==> src/rtl/bwm_pkg.sv <==
package bwm_pkg;
  localparam int unsigned BWM_MB_AW  = 24;
  localparam int unsigned BWM_WIN_AW = 15;
  localparam int unsigned BWM_DW     = 8;
endpackage

==> src/rtl/bwm_rst_sync.sv <==
module bwm_rst_sync #(
  parameter int unsigned STAGES = 2
) (
  input  logic clk,
  input  logic rst_n,
  output logic rst_n_sync
);
  logic [STAGES-1:0] sync_q;
  logic [STAGES-1:0] sync_d;

  always_comb begin
    sync_d = {sync_q[STAGES-2:0], 1'b1};
  end

  always_ff @(posedge clk or negedge rst_n) begin
    if (!rst_n) sync_q <= '0;
    else        sync_q <= sync_d;
  end

  assign rst_n_sync = sync_q[STAGES-1];
endmodule

==> src/rtl/bwm_bank_shift.sv <==
module bwm_bank_shift #(
  parameter int unsigned BANK_W = 9
) (
  input  logic              clk,
  input  logic              rst_n,
  input  logic              load_en,
  input  logic              load_bit,
  output logic [BANK_W-1:0] bank
);
  logic [BANK_W-1:0] bank_q;
  logic [BANK_W-1:0] bank_d;

  always_comb begin
    bank_d = bank_q;
    if (load_en) bank_d = {load_bit, bank_q[BANK_W-1:1]};
  end

  always_ff @(posedge clk or negedge rst_n) begin
    if (!rst_n) bank_q <= '0;
    else        bank_q <= bank_d;
  end

  assign bank = bank_q;


  bank_shift_chk: assert property (@(posedge clk) disable iff (!rst_n)
    load_en |=> bank_q == {$past(load_bit), $past(bank_q[BANK_W-1:1])});


  bank_hold_chk: assert property (@(posedge clk) disable iff (!rst_n)
    !load_en |=> $stable(bank_q));
endmodule

==> src/rtl/bwm_route.sv <==
module bwm_route #(
  parameter int unsigned MB_AW  = 24,
  parameter int unsigned WIN_AW = 15,
  parameter int unsigned DW     = 8,
  localparam int unsigned BANK_W = MB_AW - WIN_AW
) (
  input  logic [BANK_W-1:0] bank,
  input  logic [WIN_AW-1:0] win_addr,
  input  logic              win_rd,
  input  logic              win_wr,
  input  logic [DW-1:0]     win_wdata,
  output logic [DW-1:0]     win_rdata,
  output logic [MB_AW-1:0]  mb_addr,
  output logic              mb_rd,
  output logic              mb_wr,
  output logic [DW-1:0]     mb_wdata,
  input  logic [DW-1:0]     mb_rdata
);
  always_comb begin
    mb_addr   = {bank, win_addr};
    mb_rd     = win_rd;
    mb_wr     = win_wr;
    mb_wdata  = win_wdata;
    win_rdata = mb_rdata;
  end
endmodule

==> src/rtl/bank_window_mapper.sv <==
module bank_window_mapper
  import bwm_pkg::*;
#(
  parameter int unsigned MB_AW  = BWM_MB_AW,
  parameter int unsigned WIN_AW = BWM_WIN_AW,
  parameter int unsigned DW     = BWM_DW
) (
  input  logic              clk,
  input  logic              rst_n,
  input  logic [WIN_AW-1:0] win_addr,
  input  logic              win_rd,
  input  logic              win_wr,
  input  logic [DW-1:0]     win_wdata,
  output logic [DW-1:0]     win_rdata,
  input  logic              bank_we,
  input  logic [DW-1:0]     bank_wdata,
  output logic [MB_AW-1:0]  mb_addr,
  output logic              mb_rd,
  output logic              mb_wr,
  output logic [DW-1:0]     mb_wdata,
  input  logic [DW-1:0]     mb_rdata
);
  localparam int unsigned BANK_W = MB_AW - WIN_AW;

  logic              rst_n_s;
  logic [BANK_W-1:0] bank;
  logic              unused_bank_hi;

  // only bit 0 of the bank data is consumed
  assign unused_bank_hi = ^bank_wdata[DW-1:1];

  bwm_rst_sync #(.STAGES(2)) u_rst (
    .clk(clk), .rst_n(rst_n), .rst_n_sync(rst_n_s)
  );

  bwm_bank_shift #(.BANK_W(BANK_W)) u_bank (
    .clk(clk), .rst_n(rst_n_s), .load_en(bank_we),
    .load_bit(bank_wdata[0]), .bank(bank)
  );

  bwm_route #(.MB_AW(MB_AW), .WIN_AW(WIN_AW), .DW(DW)) u_route (
    .bank(bank), .win_addr(win_addr), .win_rd(win_rd), .win_wr(win_wr),
    .win_wdata(win_wdata), .win_rdata(win_rdata), .mb_addr(mb_addr),
    .mb_rd(mb_rd), .mb_wr(mb_wr), .mb_wdata(mb_wdata), .mb_rdata(mb_rdata)
  );


  offset_pass_chk: assert property (@(posedge clk) disable iff (!rst_n_s)
    (win_rd || win_wr) |-> mb_addr[WIN_AW-1:0] == win_addr);


  wr_pass_chk: assert property (@(posedge clk) disable iff (!rst_n_s)
    win_wr |-> (mb_wr && mb_wdata == win_wdata));


  rd_pass_chk: assert property (@(posedge clk) disable iff (!rst_n_s)
    win_rd |-> (mb_rd && win_rdata == mb_rdata));


  bank_late_chk: assert property (@(posedge clk) disable iff (!rst_n_s)
    (bank_we && (win_rd || win_wr)) |=> $past(mb_addr[MB_AW-1:WIN_AW]) == {mb_addr[MB_AW-2:WIN_AW], $past(mb_addr[WIN_AW])});
endmodule

==> config.mk <==
export PLATFORM = sky130hd
export DESIGN_NAME = bank_window_mapper
export DESIGN_NICKNAME = d
export VERILOG_FILES = /design/src/rtl/bwm_pkg.sv /design/src/rtl/bwm_rst_sync.sv /design/src/rtl/bwm_bank_shift.sv /design/src/rtl/bwm_route.sv /design/src/rtl/bank_window_mapper.sv
export SDC_FILE = /design/constraint.sdc
export NUM_CORES = 1
export LEC_CHECK = 0
export BUFFER_PORTS_ARGS = -buffer_cell sky130_fd_sc_hd__buf_2
export CORE_ASPECT_RATIO = 1.75
export CORE_MARGIN = 2
export CORE_UTILIZATION = 29
export CTS_BUF_LIST = sky130_fd_sc_hd__clkbuf_4
export CTS_CLUSTER_SIZE = 24
export DETAILED_ROUTE_END_ITERATION = 12
export PLACE_DENSITY = 0.77
export SYNTH_ARGS = -nofsm -noshare
export SYNTH_HDL_FRONTEND = slang
export SYNTH_SLANG_ARGS = --single-unit
==> constraint.sdc <==
create_clock -name clk -period 0.8 [get_ports clk]
set_input_delay 0.16 -clock clk [delete_from_list [all_inputs] [get_ports clk]]
set_output_delay 0.16 -clock clk [all_outputs]
set_load 0.005 [all_outputs]
==> results.json, run 1 <==
{
  "crit_start": "u_bank.bank[6]$_DFFE_PN0P_",
  "drc": 0,
  "slew_viol_final": 0,
  "ant_nets": 0,
  "cp-end-kind": "output port",
  "wl_per_cell_um": 16.06,
  "min_period_ns": 0.9609,
  "crit_arrival_ns": 0.80,
  "min_path_type": "in -> reg",
  "avgSynthCellArea_um2": 12.24,
  "synth-warning-count": 0,
  "clock_latency_ns": 0.26,
  "total_power_mw": 1.818,
  "antenna_found_initial": 0,
  "pwr-share-clk": 0.222,
  "synth_top_area_share": 0.4089,
  "antenna_cells": 0,
  "grt_pass1_wl_mm": 1.683,
  "setup_violations": 18,
  "io_pins": 86,
  "r2r_end": "u_bank.bank[5]$_DFFE_PN0P_",
  "fin_cells": 71,
  "power_switching_mw": 0.4414,
  "fin_ws_ns": -0.1609,
  "die_w_um": 40.42,
  "dp_cells": 58,
  "cp_num_cells": 1,
  "synth_edf_count": 0,
  "failed_checks": "setup timing",
  "path_cells": "buf_2",
  "wirelength_mm": 1.140,
  "comb_power_share": 0.350,
  "fill_cells": 246,
  "drv_cap": 0,
  "syn_inst": 55,
  "synthesis.area_um2": 673.1,
  "place.gp.congestion": 0.7100,
  "grt_pass1_vias": 348,
  "hold_slack_ns": 0.1279,
  "numCtsBuffers": 3,
  "status": "finished, violations left",
  "grt_util_all_layers": 0.09524,
  "start_util": 0.2999,
  "ys_seq_area_frac": 0.4089,
  "ir_worst_vdd_mv": 0.9609,
  "io_buffers": 12,
  "rows": 23,
  "endpoint": "mb_addr[21]",
  "clock_path_buffers": 2,
  "powerDensity_nw_per_um2": 2912,
  "p_seq_frac": 0.429,
  "rrSetupSlack_ns": -0.10,
  "clk_pin_slew_ns": 0.07,
  "synth.area.top_cells": "dfrtp_1, buf_4, mux2_4, buf_6, conb_1",
  "max_stage_delay_ns": 0.40,
  "crit_path_start_kind": "flop",
  "reg2reg_depth": 2,
  "synth_largest_area_cell": "dfrtp_1",
  "vias": 318,
  "p_sw_frac": 0.2428,
  "htreeDepth": 1,
  "crit_family": "flip-flops",
  "fin_setup_tns_ns": -1.915,
  "p_int_mw": 1.376,
  "grt_start_max_net_pins": 10,
  "placed_area_um2": 505.5,
  "fin_skew_ns": 0.003004,
  "ys.flop_type": "dfrtp_1",
  "ys_types": 5,
  "fp.dieArea_um2": 2738,
  "die_h_um": 67.74,
  "worstPathMaxFanout": 3,
  "rsz0062_at_grt": "yes",
  "via_per_inst": 4.479,
  "cp_slowest_cell": "dfrtp_1",
  "stdcell_area_um2": 624.3,
  "required_ns": 0.64,
  "area_growth_pct": -7.249,
  "hold_path.startpoint": "bank_wdata[0]",
  "fin_crit_sh": 1.201,
  "drt_first_pass_iters": 2,
  "grt_overflow": 0,
  "layout.nets": 91,
  "first_iter_violations": 1,
  "rr_startpoint": "u_bank.bank[5]$_DFFE_PN0P_",
  "syn-num-nets": 99,
  "ys_seq_elements": 11,
  "cts_num_sinks": 11,
  "crit_buf_inv": 1,
  "ys_top_cells_by_count": "buf_4, dfrtp_1, mux2_4",
  "drive_above_1_share": 0.7174,
  "tritoncts": "yes",
  "critPathKind": "reg -> out",
  "power.leakage_nw": 0.3227,
  "fmax_mhz": 1041,
  "hold_viol_final": 0,
  "async_reset_ff_frac": 1.000,
  "cts_root_buf": "clkbuf_4",
  "synth.most_common_cell": "buf_4",
  "core_um2": 2245
}
[power by group through the flow]
stage | registers [mW] | logic [mW] | clock network [mW]
2_1_floorplan | 0.811 | 0.347 | 0
4_1_cts | 0.767 | 0.566 | 0.418
3_5_place_dp | 0.812 | 0.384 | 0
5_1_grt | 0.799 | 0.698 | 0.446
6_report | 0.779 | 0.636 | 0.403
3_3_place_gp | 0.806 | 0.375 | 0
[worst min path at each step]
| stage | endpoint | slack, ns | cells past startpoint |
|---|---|---|---|
| 4_1_cts | u_bank.bank[8]$_DFFE_PN0P_ | 0.12 | 2 |
| 2_1_floorplan | u_rst.sync_q[0]$_DFF_PN0_ | -0.14 | 0 |
| 6_report | u_bank.bank[8]$_DFFE_PN0P_ | 0.13 | 2 |
| 3_5_place_dp | u_rst.sync_q[1]$_DFF_PN0_ | -0.05 | 1 |
| 3_3_place_gp | u_rst.sync_q[0]$_DFF_PN0_ | -0.05 | 1 |
| 5_1_grt | u_bank.bank[8]$_DFFE_PN0P_ | 0.13 | 2 |
[stage by stage]
step | util | setup WS, ns
floorplan | - | 0.03666
global placement | 0.2252 | -0.06270
detailed placement | 0.2252 | -0.08879
CTS | 0.2664 | -0.1680
global route | 0.2781 | -0.1901
finish | 0.2781 | -0.1609
[what timing repair did]
action / in CTS / in global routing
gates resized for setup: 0 / 5
cloned: 0 / 0
hold buffers: 1 / 0
buffers inserted: 7 / 1
setup endpoints to repair: 9 / 18
hold endpoints to repair: 2 / 0
[sequential cells by signal (all words and copies together), names as in the netlist]
signal and count:
u_bank.bank 9, u_rst.sync_q 2
[cell type report]
cell class	instances	area, um^2	share of cell area
repair buffers	21	148.9	0.2385
multi-input cells	10	138.9	0.2224
well taps	25	31.28	0.05010
clock buffers	4	30.03	0.04810
flip-flops and latches	11	275.3	0.4409
[cells by family after synthesis]
group	Yosys count	share of synthesized area
DFF	11	0.4089
other	1	0.005571
buffers and inverters	34	0.3848
muxes	9	0.2007
[layout by cell type (no fill, tap or decap), drive strengths merged]
master	synthesis	layout
buf	34	20
dfrtp	11	11
mux2	9	9
clkbuf	0	4
dlygate4sd3	0	1
conb	1	1
[layer usage]
| metal | up-vias | track usage | share of wire | wire, um |
|---|---|---|---|---|
| met5 | - | 0 | 0 | 0 |
| met4 | 0 | 0.1542 | 0.12 | 138 |
| met3 | 22 | 0.04934 | 0.19 | 221 |
| met2 | 32 | 0.1250 | 0.43 | 492 |
| met1 | 141 | 0.07187 | 0.25 | 287 |
| li1 | 123 | - | - | - |
Power figures use the tool's default switching activity.
==> run 2, diff against run 1 <==
--- a/config.mk
+++ b/config.mk
@@ -5,14 +5,17 @@
 export SDC_FILE = /design/constraint.sdc
 export NUM_CORES = 1
 export LEC_CHECK = 0
+export ABC_CLOCK_PERIOD_IN_PS = 800
 export BUFFER_PORTS_ARGS = -buffer_cell sky130_fd_sc_hd__buf_2
+export CELL_PAD_IN_SITES_DETAIL_PLACEMENT = 0
+export CELL_PAD_IN_SITES_GLOBAL_PLACEMENT = 1
 export CORE_ASPECT_RATIO = 1.75
 export CORE_MARGIN = 2
-export CORE_UTILIZATION = 29
+export CORE_UTILIZATION = 19
 export CTS_BUF_LIST = sky130_fd_sc_hd__clkbuf_4
 export CTS_CLUSTER_SIZE = 24
 export DETAILED_ROUTE_END_ITERATION = 12
-export PLACE_DENSITY = 0.77
+export PLACE_DENSITY_LB_ADDON = 0.1
 export SYNTH_ARGS = -nofsm -noshare
 export SYNTH_HDL_FRONTEND = slang
 export SYNTH_SLANG_ARGS = --single-unit
==> run 2 against run 1 <==
Compared with the run above: the run still ends with setup timing left; non-clock buffer count shrank 1; sequential cell count unchanged; sequential power increased by 2%; die area rose by 48%; register-to-register slack about the same; critical path depth did not move; largest cell class unchanged.
==> results.json, run 2 (synthesis results as in run 1) <==
{
  "status": "finished, violations left",
  "failed_checks": "setup timing",
  "power.leakage_nw": 0.3166,
  "rows": 28,
  "via_per_inst": 3.400,
  "reg2reg_depth": 2,
  "wirelength_mm": 1.038,
  "first_iter_violations": 7,
  "slew_viol_final": 0,
  "place.gp.congestion": 0.5761,
  "htreeDepth": 1,
  "start_util": 0.1981,
  "fin_util": 0.1878,
  "place_ws_ns": -0.09622,
  "hold_viol_final": 0,
  "crit_path_start_kind": "flop",
  "layout.nets": 90,
  "io_pins": 86,
  "numCtsBuffers": 3,
  "ir_worst_vdd_mv": 0.8841,
  "hold_slack_ns": 0.1293,
  "hold_depth": 2,
  "drv_cap": 0,
  "area_growth_pct": -5.205,
  "grt_overflow": 0,
  "largest_reg_flops": 9,
  "drive_above_1_share": 0.7111,
  "io_buffers": 12,
  "ant_nets": 0,
  "grt_pass1_vias": 360,
  "antenna_found_initial": 0,
  "crit_family": "flip-flops",
  "critPathKind": "reg -> out",
  "fmax_mhz": 1050,
  "layout_common_cells": "buf_2, dfrtp_1, mux2_4, clkbuf_4, buf_6",
  "rsz0062_at_grt": "yes",
  "vias": 306,
  "required_ns": 0.64,
  "cp_num_cells": 1,
  "setup_violations": 18,
  "die_h_um": 82.74,
  "grt_pass1_wl_mm": 1.731,
  "grt_util_all_layers": 0.05939,
  "rr_startpoint": "u_bank.bank[2]$_DFFE_PN0P_",
  "cp_slowest_cell": "dfrtp_1",
  "fin_ws_ns": -0.1525,
  "max_stage_delay_ns": 0.40,
  "path_cells": "buf_2",
  "worstPathMaxFanout": 2,
  "r2r_end": "u_bank.bank[2]$_DFFE_PN0P_",
  "clock_path_buffers": 2,
  "cts_root_buf": "clkbuf_4",
  "antenna_cells": 0,
  "rrSetupSlack_ns": -0.11,
  "hold_path.startpoint": "bank_wdata[0]",
  "clock_latency_ns": 0.26,
  "min_to": "u_bank.bank[8]$_DFFE_PN0P_",
  "min_path_type": "in -> reg",
  "fin_setup_tns_ns": -2.075,
  "drc": 0,
  "wl_per_cell_um": 11.53,
  "cp-end-kind": "output port",
  "min_period_ns": 0.9525,
  "tritoncts": "yes",
  "fin_skew_ns": 0.001318,
  "fp.dieArea_um2": 4054,
  "die_w_um": 49.00,
  "clk_pin_slew_ns": 0.07,
  "cts_num_sinks": 11,
  "fin_crit_sh": 1.191,
  "crit_arrival_ns": 0.79,
  "final_common_cell": "buf_2",
  "crit_buf_inv": 1,
  "total_power_mw": 1.770,
  "core_um2": 3398,
  "drt_first_pass_iters": 2,
  "powerDensity_nw_per_um2": 2774,
  "grt_start_max_net_pins": 10
}
run 2: cell count changes in the layout (fill, tap and decap cells not counted), sizes merged:
cell | before | now
buf | 20 | 19
run 2: area by class of cell:
type	count	area, um^2
Timing Repair Buffer	20	137.6
Tap cell	45	56.30
Clock buffer	4	30.03
Sequential cell	11	275.3
Multi-Input combinational cell	10	138.9
Fill cell	384	2760
run 2: timing repair:
action,CTS,global route
resized for setup,0,4
setup buffers,7,0
hold buffers,1,0
gates cloned,0,0
hold endpoints to repair,2,0
setup endpoints to repair,11,18
run 2: how the worst max path moves through the flow:
| stage | from | endpoint |
|---|---|---|
| after floorplan | u_bank.bank[1]$_DFFE_PN0P_ | u_bank.bank[1]$_DFFE_PN0P_ |
| after global placement | bank_we | u_bank.bank[2]$_DFFE_PN0P_ |
| after detailed placement | bank_we | u_bank.bank[8]$_DFFE_PN0P_ |
| after CTS | u_bank.bank[6]$_DFFE_PN0P_ | mb_addr[21] |
| after global routing | u_bank.bank[2]$_DFFE_PN0P_ | mb_addr[17] |
| final | u_bank.bank[7]$_DFFE_PN0P_ | mb_addr[22] |
run 2: metrics by stage:
step                std cells  instance area (um^2)
detailed placement         78                 530.5
CTS                        90                 623.1
floorplan                  55                 673.1
global route               90                 638.1
finish                     90                 638.1
global placement           78                 530.5
run 2: where the power goes:
group,internal [mW],switching (mW)
Sequential,0.694,0.0983
Combinational,0.411,0.166
Clock,0.226,0.174
Total,1.33,0.439
run 2: per-layer routing:
| layer | global-route usage | wire length [um] | vias up |
|---|---|---|---|
| met2 | 0.09041 | 553 | 24 |
| met4 | 0.06857 | 38 | 0 |
| li1 | - | - | 119 |
| met1 | 0.05654 | 336 | 151 |
| met3 | 0.02518 | 110 | 12 |
| met5 | 0 | 0 | - |
